--- src/rtl/evt_arb_pkg.sv ---
package evt_arb_pkg;
  localparam int unsigned KIND_W = 5;
  localparam int unsigned K_DBG  = 0;
  localparam int unsigned K_SMI  = 1;
  localparam int unsigned K_NMI  = 2;
  localparam int unsigned K_INT  = 3;
  localparam int unsigned K_HOLD = 4;

  typedef enum logic [2:0] {
    SEL_NONE, SEL_TSW, SEL_SMI, SEL_DBG, SEL_NMI, SEL_INTR, SEL_HOLD, SEL_BP
  } sel_e;

  typedef enum logic [1:0] {ST_IDLE, ST_ACK, ST_CMD} fsm_e;
endpackage

--- src/rtl/evt_arb_pick.sv ---
module evt_arb_pick
  import evt_arb_pkg::*;
#(
  parameter int unsigned TRAP_W  = 16,
  parameter int unsigned BP_N    = 4,
  parameter int unsigned TSW_BIT = 15
) (
  input  logic              halted_q,
  input  logic              smi_q,
  input  logic              nmi_q,
  input  logic              dis_q,
  input  logic              rf_q,
  input  logic [TRAP_W-1:0] trap_q,
  input  logic [1:0]        inh_q,
  input  logic              in_smm,
  input  logic              if_flag,
  input  logic              mwait_ovr,
  input  logic              intr_req,
  input  logic              hold_req,
  input  logic              bp_enable,
  input  logic [BP_N-1:0]   bp_match,
  output sel_e              sel,
  output logic              frozen,
  output logic              bp_hit,
  output logic [TRAP_W-1:0] trap_eff,
  output logic [1:0]        inh_eff
);
  logic wake;
  logic ext_ok;

  always_comb begin
    wake     = (intr_req && (if_flag || mwait_ovr)) || nmi_q || smi_q;
    frozen   = halted_q && !wake;
    trap_eff = halted_q ? '0 : trap_q;
    inh_eff  = halted_q ? 2'b00 : inh_q;
    bp_hit   = !rf_q && bp_enable && (|bp_match);
    ext_ok   = !inh_eff[1];

    if (frozen)                                 sel = SEL_NONE;
    else if (trap_eff[TSW_BIT])                 sel = SEL_TSW;
    else if (smi_q && !in_smm)                  sel = SEL_SMI;
    else if ((|trap_eff) && !inh_eff[0])        sel = SEL_DBG;
    else if (ext_ok && nmi_q && !dis_q)         sel = SEL_NMI;
    else if (ext_ok && intr_req && if_flag)     sel = SEL_INTR;
    else if (ext_ok && hold_req)                sel = SEL_HOLD;
    else if (bp_hit && !inh_eff[0])             sel = SEL_BP;
    else                                        sel = SEL_NONE;
  end
endmodule

--- src/rtl/evt_arb_flags.sv ---
module evt_arb_flags
  import evt_arb_pkg::*;
#(
  parameter int unsigned TRAP_W    = 16,
  parameter int unsigned BP_N      = 4,
  parameter int unsigned SSTEP_BIT = 14
) (
  input  logic              clk,
  input  logic              rst_n,
  input  logic              accept,
  input  sel_e              sel,
  input  logic              frozen,
  input  logic              bp_hit,
  input  logic [TRAP_W-1:0] trap_eff,
  input  logic [BP_N-1:0]   bp_match,
  input  logic              tf_flag,
  input  logic              if_flag,
  input  logic              intr_req,
  input  logic              hold_req,
  input  logic              bp_enable,
  input  logic              smi_evt,
  input  logic              nmi_evt,
  input  logic              nmi_unmask,
  input  logic              halt_evt,
  input  logic              rf_evt,
  input  logic [TRAP_W-1:0] trap_evt,
  input  logic [1:0]        inhibit_evt,
  output logic              smi_q,
  output logic              nmi_q,
  output logic              dis_q,
  output logic              halted_q,
  output logic              rf_q,
  output logic              evp_q,
  output logic [TRAP_W-1:0] trap_q,
  output logic [TRAP_W-1:0] stat_q,
  output logic [1:0]        inh_q
);
  logic              evaluating, is_dbg, step_set;
  logic [TRAP_W-1:0] bp_bits, step_bits;
  logic              smi_n, nmi_n, dis_n, halted_n, rf_n, evp_n;
  logic [TRAP_W-1:0] trap_n, stat_n;
  logic [1:0]        inh_n;

  for (genvar b = 0; b < TRAP_W; b++) begin : g_bp_map
    if (b < BP_N) begin : g_hit
      assign bp_bits[b] = bp_hit && bp_match[b];
    end else begin : g_zero
      assign bp_bits[b] = 1'b0;
    end
  end

  always_comb begin
    evaluating = accept && !frozen;
    is_dbg     = (sel == SEL_TSW) || (sel == SEL_DBG) || (sel == SEL_BP);
    step_set   = tf_flag && ((sel == SEL_NONE) || (sel == SEL_HOLD));
    step_bits  = '0;
    step_bits[SSTEP_BIT] = step_set;

    smi_n    = smi_q;
    nmi_n    = nmi_q;
    dis_n    = dis_q;
    halted_n = halted_q;
    rf_n     = rf_q;
    evp_n    = evp_q;
    trap_n   = trap_q;
    stat_n   = stat_q;
    inh_n    = inh_q;

    if (nmi_unmask) dis_n = 1'b0;

    if (evaluating) begin
      halted_n = 1'b0;
      rf_n     = 1'b0;
      inh_n    = 2'b00;
      if (sel == SEL_SMI) begin
        smi_n = 1'b0;
        dis_n = 1'b1;
      end
      if (sel == SEL_NMI) begin
        nmi_n = 1'b0;
        dis_n = 1'b1;
      end
      if ((sel == SEL_TSW) || (sel == SEL_DBG)) stat_n = stat_q | trap_eff;
      if (sel == SEL_BP)                        stat_n = stat_q | bp_bits;
      trap_n = is_dbg ? '0 : (trap_eff | bp_bits | step_bits);
      evp_n  = smi_n || nmi_n || (intr_req && if_flag) || (|trap_n) ||
               hold_req || tf_flag || bp_enable;
    end

    smi_n  = smi_n | smi_evt;
    nmi_n  = nmi_n | nmi_evt;
    trap_n = trap_n | trap_evt;
    inh_n  = inh_n | inhibit_evt;
    if (rf_evt)   rf_n     = 1'b1;
    if (halt_evt) halted_n = 1'b1;
    evp_n = evp_n | smi_evt | nmi_evt | (|trap_evt);
  end

  always_ff @(posedge clk) begin
    if (!rst_n) begin
      smi_q    <= 1'b0;
      nmi_q    <= 1'b0;
      dis_q    <= 1'b0;
      halted_q <= 1'b0;
      rf_q     <= 1'b0;
      evp_q    <= 1'b0;
      trap_q   <= '0;
      stat_q   <= '0;
      inh_q    <= 2'b00;
    end else begin
      smi_q    <= smi_n;
      nmi_q    <= nmi_n;
      dis_q    <= dis_n;
      halted_q <= halted_n;
      rf_q     <= rf_n;
      evp_q    <= evp_n;
      trap_q   <= trap_n;
      stat_q   <= stat_n;
      inh_q    <= inh_n;
    end
  end
endmodule

--- src/rtl/evt_arb.sv ---
module evt_arb
  import evt_arb_pkg::*;
#(
  parameter int unsigned TRAP_W    = 16,
  parameter int unsigned VEC_W     = 8,
  parameter int unsigned BP_N      = 4,
  parameter int unsigned TSW_BIT   = 15,
  parameter int unsigned SSTEP_BIT = 14,
  parameter int unsigned NMI_VEC   = 2,
  parameter int unsigned DBG_VEC   = 1
) (
  input  logic              clk,
  input  logic              rst_n,
  input  logic              bnd_valid,
  output logic              bnd_ready,
  input  logic              if_flag,
  input  logic              tf_flag,
  input  logic              in_smm,
  input  logic              mwait_ovr,
  input  logic              intr_req,
  input  logic              hold_req,
  input  logic              bp_enable,
  input  logic [BP_N-1:0]   bp_match,
  input  logic              smi_evt,
  input  logic              nmi_evt,
  input  logic              nmi_unmask,
  input  logic              halt_evt,
  input  logic              rf_evt,
  input  logic [TRAP_W-1:0] trap_evt,
  input  logic [1:0]        inhibit_evt,
  output logic              iack_req,
  input  logic              iack_valid,
  input  logic [VEC_W-1:0]  iack_vector,
  output logic              cmd_valid,
  input  logic              cmd_ready,
  output logic [4:0]        cmd_kind,
  output logic [VEC_W-1:0]  cmd_vector,
  output logic              cmd_external,
  output logic [TRAP_W-1:0] dbg_status,
  output logic [TRAP_W-1:0] trap_pending,
  output logic [1:0]        inhibit,
  output logic              resume,
  output logic              smi_pending,
  output logic              nmi_pending,
  output logic              nmi_disable,
  output logic              halted,
  output logic              event_pending
);
  localparam logic [VEC_W-1:0] NMI_V = VEC_W'(NMI_VEC);
  localparam logic [VEC_W-1:0] DBG_V = VEC_W'(DBG_VEC);

  fsm_e              st_q;
  sel_e              sel;
  logic              accept, frozen, bp_hit;
  logic [TRAP_W-1:0] trap_eff;
  logic [1:0]        inh_eff;
  logic [KIND_W-1:0] kind_q;
  logic [VEC_W-1:0]  vec_q;
  logic              ext_q;

  assign bnd_ready = (st_q == ST_IDLE);
  assign accept    = bnd_valid && bnd_ready;

  evt_arb_pick #(.TRAP_W(TRAP_W), .BP_N(BP_N), .TSW_BIT(TSW_BIT)) u_pick (
    .halted_q(halted), .smi_q(smi_pending), .nmi_q(nmi_pending),
    .dis_q(nmi_disable), .rf_q(resume), .trap_q(trap_pending), .inh_q(inhibit),
    .in_smm(in_smm), .if_flag(if_flag), .mwait_ovr(mwait_ovr),
    .intr_req(intr_req), .hold_req(hold_req), .bp_enable(bp_enable),
    .bp_match(bp_match), .sel(sel), .frozen(frozen), .bp_hit(bp_hit),
    .trap_eff(trap_eff), .inh_eff(inh_eff)
  );

  evt_arb_flags #(.TRAP_W(TRAP_W), .BP_N(BP_N), .SSTEP_BIT(SSTEP_BIT)) u_flags (
    .clk(clk), .rst_n(rst_n), .accept(accept), .sel(sel), .frozen(frozen),
    .bp_hit(bp_hit), .trap_eff(trap_eff), .bp_match(bp_match),
    .tf_flag(tf_flag), .if_flag(if_flag), .intr_req(intr_req),
    .hold_req(hold_req), .bp_enable(bp_enable), .smi_evt(smi_evt),
    .nmi_evt(nmi_evt), .nmi_unmask(nmi_unmask), .halt_evt(halt_evt),
    .rf_evt(rf_evt), .trap_evt(trap_evt), .inhibit_evt(inhibit_evt),
    .smi_q(smi_pending), .nmi_q(nmi_pending), .dis_q(nmi_disable),
    .halted_q(halted), .rf_q(resume), .evp_q(event_pending),
    .trap_q(trap_pending), .stat_q(dbg_status), .inh_q(inhibit)
  );

  always_ff @(posedge clk) begin
    if (!rst_n) begin
      st_q   <= ST_IDLE;
      kind_q <= '0;
      vec_q  <= '0;
      ext_q  <= 1'b0;
    end else begin
      unique case (st_q)
        ST_IDLE: if (accept && (sel != SEL_NONE)) begin
          kind_q <= '0;
          vec_q  <= '0;
          ext_q  <= 1'b0;
          st_q   <= ST_CMD;
          unique case (sel)
            SEL_TSW, SEL_DBG, SEL_BP: begin
              kind_q[K_DBG] <= 1'b1;
              vec_q         <= DBG_V;
            end
            SEL_SMI:  kind_q[K_SMI] <= 1'b1;
            SEL_NMI: begin
              kind_q[K_NMI] <= 1'b1;
              vec_q         <= NMI_V;
              ext_q         <= 1'b1;
            end
            SEL_INTR: st_q <= ST_ACK;
            SEL_HOLD: kind_q[K_HOLD] <= 1'b1;
            default:  st_q <= ST_IDLE;
          endcase
        end
        ST_ACK: if (iack_valid) begin
          kind_q        <= '0;
          kind_q[K_INT] <= 1'b1;
          vec_q         <= iack_vector;
          ext_q         <= 1'b1;
          st_q          <= ST_CMD;
        end
        ST_CMD: if (cmd_ready) st_q <= ST_IDLE;
        default: st_q <= ST_IDLE;
      endcase
    end
  end

  assign iack_req     = (st_q == ST_ACK);
  assign cmd_valid    = (st_q == ST_CMD);
  assign cmd_kind     = kind_q;
  assign cmd_vector   = vec_q;
  assign cmd_external = ext_q;
endmodule

--- config.mk ---
export PLATFORM = sky130hd
export DESIGN_NAME = evt_arb
export DESIGN_NICKNAME = d
export VERILOG_FILES = /design/src/rtl/evt_arb_pkg.sv /design/src/rtl/evt_arb_pick.sv /design/src/rtl/evt_arb_flags.sv /design/src/rtl/evt_arb.sv
export SDC_FILE = /design/constraint.sdc
export NUM_CORES = 1
export LEC_CHECK = 0
export BUFFER_PORTS_ARGS = -buffer_cell sky130_fd_sc_hd__buf_4
export CAP_MARGIN = 20
export CORE_ASPECT_RATIO = 0.5
export CORE_MARGIN = 2
export CORE_UTILIZATION = 48
export CTS_BUF_LIST = sky130_fd_sc_hd__clkbuf_16
export CTS_CLUSTER_SIZE = 10
export DETAILED_ROUTE_END_ITERATION = 12
export PLACE_DENSITY_LB_ADDON = 0.05
export SKIP_CTS_REPAIR_TIMING = 1
export SYNTH_ARGS = -nofsm -noshare
export SYNTH_HDL_FRONTEND = slang
export SYNTH_SLANG_ARGS = --single-unit
--- constraint.sdc ---
create_clock -name clk -period 3.5 [get_ports clk]
set_input_delay 0.7 -clock clk [delete_from_list [all_inputs] [get_ports clk]]
set_output_delay 0.7 -clock clk [all_outputs]
set_load 0.1 [all_outputs]
==> results of run 1 <==
==> cells by family after synthesis <==
group                  after synthesis  synth area share (%)
AOI/OAI and AO/OA                  105                  27.2
DFF                                 56                  44.4
buffers and inverters               26                  4.81
and+or+nand+nor                    110                  23.6
==> metal layers <==
layer  part of all wire, %  GRT usage, %  up-vias
li1                      -             -     1274
met3                   9.8          6.14       14
met5                     0             0        -
met4                   1.4          6.12        0
met1                    47          40.0     1189
met2                    42          36.4      126
==> synth_stat cells (4+ instances only) <==
| library cell | number |
|---|---|
| nand2_1 | 16 |
| nand3_1 | 4 |
| nor2_1 | 35 |
| clkbuf_1 | 6 |
| nor4_1 | 8 |
| a22o_1 | 6 |
| nor2b_1 | 9 |
| dfxtp_1 | 56 |
| o21ai_0 | 18 |
| inv_1 | 12 |
| nor3_1 | 4 |
| nand4_1 | 5 |
| a21oi_1 | 55 |
| or3_1 | 5 |
| nand2b_1 | 5 |
| and2_1 | 4 |
==> final cells by class <==
| type | count | area, um2 | area share, % |
|---|---|---|---|
| tap | 70 | 87.6 | 2.50 |
| timing repair buffer | 109 | 818 | 23.3 |
| inverter | 13 | 48.8 | 1.39 |
| multi-input combinational | 215 | 1280 | 36.6 |
| clock inverter | 3 | 22.5 | 0.643 |
| sequential | 56 | 1120 | 32.0 |
| clock buffer | 5 | 125 | 3.57 |
==> power groups by stage <==
stage | Sequential (mW) | Combinational (mW) | Clock (mW)
floorplan | 0.991 | 0.207 | 0
global placement | 0.728 | 0.630 | 0
detailed placement | 0.731 | 0.633 | 0
CTS | 0.716 | 0.635 | 0.510
global route | 0.723 | 0.667 | 0.539
finish | 0.717 | 0.638 | 0.505
==> stage by stage <==
stage / hold WS (ns) / util [%] / cell area, um2 / setup slack, ns
6_report: 0.456 / 70.1 / 3500 / 0.571
5_1_grt: 0.486 / 70.1 / 3500 / 0.421
4_1_cts: 0.463 / 70.1 / 3500 / 0.675
3_5_place_dp: 0.446 / 67.1 / 3360 / 0.525
3_3_place_gp: 0.440 / 67.1 / 3360 / 0.590
2_1_floorplan: 0.662 / - / 2520 / 0.637
==> state kept, by name (all words and copies together) (netlist names) <==
name              count
cmd_external          1
cmd_kind              5
cmd_vector            8
st_q                  2
u_flags.dis_q         1
u_flags.evp_q         1
u_flags.halted_q      1
u_flags.inh_q         2
u_flags.nmi_q         1
u_flags.rf_q          1
u_flags.smi_q         1
u_flags.stat_q       16
u_flags.trap_q       16
==> worst max path at each step <==
stage | endpoint | slack, ns
3_3_place_gp | u_flags.trap_q[13] | 0.59
6_report | u_flags.trap_q[4] | 0.57
4_1_cts | u_flags.trap_q[4] | 0.67
3_5_place_dp | u_flags.trap_q[4] | 0.53
2_1_floorplan | u_flags.trap_q[3] | 0.64
5_1_grt | u_flags.trap_q[13] | 0.42
==> impl_metrics.toml, run 1 <==
[synth]
synthTopCellsByArea = "dfxtp_1 (44%), a21oi_1 (11%), nor2_1 (5.2%)"
netlist_area_um2 = 2520
synth_cells = 297
yosys_warnings = 0
synth_seq_cells = 56
syn_area_per_cell_um2 = 8.50
synth_top_area_share_pct = 44.4
netlist.top_cell.by_area = "dfxtp_1"
postSynth.asyncResetShare_pct = 0
synth_fp_nets = 344
synth_enable_flop_cells = 0
synth_flop_cell = "dfxtp_1"
ys_seq_area_share_pct = 44.4
synthDistinctLibCells = 53

[floorplanning]
core_um2 = 5000
ios = 104
die_y_um = 55.3
start_util_pct = 50.5
die_area_um2 = 5890
chipWidth_um = 107
row_count = 18

[worst_setup_path]
r2r_slack_ns = 0.57
cp.depth = 6
critical_path.startpoint_type = "flip-flop"
rr_startpoint = "u_flags.halted_q"
critPathBufInv = 0
critPathKind = "flip-flop to flip-flop"
crit-reg2reg-capture = "u_flags.trap_q[4]"
cp.required_ns = 3.72
crit_arrival_ns = 3.15
critPathTopFamily = "compound AO/OA/AOI/OAI gates"
crit_slowest_cell = "dfxtp_1"
crit_start = "u_flags.halted_q"
cpPeakStageDelay_ns = 0.70
crit_chain = "o211ai_1 -> o31ai_4 -> o2111ai_1 -> a211oi_2 -> o21ai_0 -> a21oi_1"
path_max_fanout = 16
rr_worst_depth = 6
crit_path_end_kind = "flip-flop"

[sta]
fin_setup_tns_ns = 0
slew_viol_final = 0
finalCritPeriodShare_pct = 83.7
max_freq_mhz = 341
worst_pin_slew_ns = 1.05
min_period_ns = 2.93
rsz0062_at_grt = "false"
finalHoldViolations = 0
relSlewSlack_pct = 29.7
clock_skew_ns = 0.00554
setup_violations = 0

[grt]
grt_pass1_wl_um = 12200
grt_overflow_total = 0
grt_usage_pct = 26.0
grt_pass1_vias = 2407
grt_antenna_before_repair = 0
grt_max_degree = 43

[placement]
dp_hpwl_um = 5810
io_buffers = 103
place_congestion = 0.904
dp.cells = 463

[min_path]
hold_path.class = "flip-flop to flip-flop"
min_from = "cmd_kind[3]"
holdPathEnd = "cmd_kind[3]"
min_path_cells = 1

[detailed_routing]
routed_via_density = 5.53
avgRoutedWirePerCell_um = 16.2
vias = 2603
drt-initial-drc-count = 125
first_pass_iters = 4
drc = 0
ant_nets = 0
drt-total-wl_um = 7620

[power_and_ir_drop]
seqPwrFrac_pct = 38.5
combPwrFrac_pct = 34.3
p_int_mw = 1.12
powerDensity_nw_per_um2 = 531
vdd_drop_max_v = 0.000309
clockPowerShare_pct = 27.2
total_power_mw = 1.86
switching_share_pct = 40.0
p_switching_mw = 0.744
p_leak_nw = 1.56

[final_layout]
layout.cells.non_filler = 471
area.growth.synth_to_final_pct = 38.9
nets = 447
mostFrequentLayoutCells = "buf_4 (109), dfxtp_1 (56), a21oi_1 (55), nor2_1 (35), o21ai_0 (18)"
fillers = 450
drive_gt1_share_pct = 32.2
final_common_cell = "buf_4"
antenna_cells = 0

[clock_tree]
clk_pin_slew_ns = 0.07
clk_path_buf_depth = 2
cts_tree = "yes"
numCtsBuffers = 5
clkLatencyLatePin_ns = 0.29
h-tree-depth = 2
numClockSinks = 56
cts-root-buf = "clkbuf_16"

[run]
cap_violations = 0

[run_status]
status = "finished, final reports clean"
(Power assumes the default switching activity.)
==> run 2, diff against run 1 <==
==> constraint.sdc (replaced) <==
create_clock -name clk -period 2.75 [get_ports clk]
set_input_delay 0.55 -clock clk [delete_from_list [all_inputs] [get_ports clk]]
set_output_delay 0.55 -clock clk [all_outputs]
set_load 0.1 [all_outputs]
==> impl_metrics.toml, run 2 (synthesis gave the netlist of run 1 again) <==
[run_status]
status = "finished, final reports clean"

[clock_tree]
clk_path_buf_depth = 2
cts_tree = "yes"
clkLatencyLatePin_ns = 0.29
clk_pin_slew_ns = 0.07
numClockSinks = 56
cts-root-buf = "clkbuf_16"
h-tree-depth = 2
numCtsBuffers = 5

[floorplanning]
core_um2 = 5000
row_count = 18
ios = 104
die_area_um2 = 5890
chipWidth_um = 107
die_y_um = 55.3
start_util_pct = 50.5

[detailed_routing]
ant_nets = 0
met2WireLength_um = 3430
drc = 0
drt-initial-drc-count = 183
first_pass_iters = 5
vias = 2699
wl_met1_um = 3530
routed.top_layer = "met4"
drt-total-wl_um = 7750
met3WireLength_um = 734
routed_via_density = 5.63
avgRoutedWirePerCell_um = 16.2

[placement]
io_buffers = 103
dp.cells = 471
pre_cts_ws_ns = -0.0203
place_congestion = 0.900
dp_hpwl_um = 5800
placed_area_um2 = 3420

[grt]
grt_usage_pct = 25.5
grt_pass1_wl_um = 11900
grt_max_degree = 34
grt_pass1_vias = 2400
grt_antenna_before_repair = 0
grt_overflow_total = 0

[final_layout]
mostFrequentLayoutCells = "buf_4 (117), a21oi_1 (55), dfxtp_1 (54), nor2_1 (35), o21ai_0 (18)"
final_common_cell = "buf_4"
drive_gt1_share_pct = 34.0
antenna_cells = 0
fin_area_um2 = 3590
fillers = 407
area.growth.synth_to_final_pct = 42.4
layout.cells.non_filler = 479
nets = 455

[worst_setup_path]
critical_path.startpoint_type = "flip-flop"
crit_chain = "nor4_1 -> o211ai_1 -> o31ai_4 -> o2111ai_2 -> a21o_4 -> or3_1 -> a21oi_1"
crit_slowest_cell = "o31ai_4"
crit_path_end_kind = "flip-flop"
cpPeakStageDelay_ns = 0.39
critPathKind = "flip-flop to flip-flop"
critPathBufInv = 0
crit_start = "u_flags.trap_q[10]"
critPathTopFamily = "compound AO/OA/AOI/OAI gates"
crit_arrival_ns = 2.86
path_max_fanout = 6
cp.required_ns = 2.97
rr_startpoint = "u_flags.trap_q[10]"

[sta]
worst_pin_slew_ns = 0.571
slew_viol_final = 0
rsz0062_at_grt = "false"
setup_ws_ns = 0.116
clock_skew_ns = 0.00810
max_freq_mhz = 380
min_period_ns = 2.63
finalHoldViolations = 0
setup_violations = 0
relSlewSlack_pct = 61.8
finalCritPeriodShare_pct = 95.8

[power_and_ir_drop]
vdd_drop_max_v = 0.000405
total_power_mw = 2.47
powerDensity_nw_per_um2 = 686
p_leak_nw = 1.62

[run]
cap_violations = 0

[min_path]
min_from = "u_flags.stat_q[1]"
hold_path.class = "flip-flop to flip-flop"
## run 2: path summary, 6_finish.rpt
| kind | endpoint | slack (ns) | cells after the start |
|---|---|---|---|
| worst min-delay path | u_flags.stat_q[1] | 0.46 | 2 |
| worst min register to register | u_flags.stat_q[1] | 0.46 | 2 |
| worst max register to register | u_flags.trap_q[0] | 0.12 | 7 |
| worst max-delay path | u_flags.trap_q[0] | 0.12 | 7 |
## run 2: stage by stage
stage	TNS (ns)	utilization (%)	hold WS, ns
4_1_cts	0	71.7	0.464
3_5_place_dp	-0.0369	68.4	0.446
3_3_place_gp	0	68.4	0.435
5_1_grt	0	71.9	0.476
2_1_floorplan	0	-	0.662
6_report	0	71.9	0.455
## run 2: layer usage
metal / track usage [%] / vias up
li1: - / 1290
met4: 4.64 / 0
met3: 6.02 / 9
met5: 0 / -
met1: 38.1 / 1265
met2: 38.1 / 135
## run 2: power by group
part	internal (mW)	switching [mW]
combinational	0.231	0.602
sequential	0.862	0.0495
clock	0.430	0.291
## run 2: layout make-up
| cell class | instances | area, um2 | area share (%) |
|---|---|---|---|
| Timing Repair Buffer | 117 | 878 | 24.4 |
| Tap cell | 70 | 87.6 | 2.44 |
| Clock buffer | 5 | 125 | 3.48 |
| Inverter | 13 | 48.8 | 1.36 |
| Clock inverter | 3 | 42.5 | 1.18 |
| Sequential cell | 56 | 1120 | 31.3 |
| Multi-Input combinational cell | 215 | 1290 | 35.8 |
## run 2: worst reg2reg max path: stages, from the launching register on
cell       delay (ns)
dfxtp_1          0.34
nor4_1           0.37
o211ai_1         0.30
o31ai_4          0.40
o2111ai_2        0.33
a21o_4           0.32
or3_1            0.37
a21oi_1          0.14
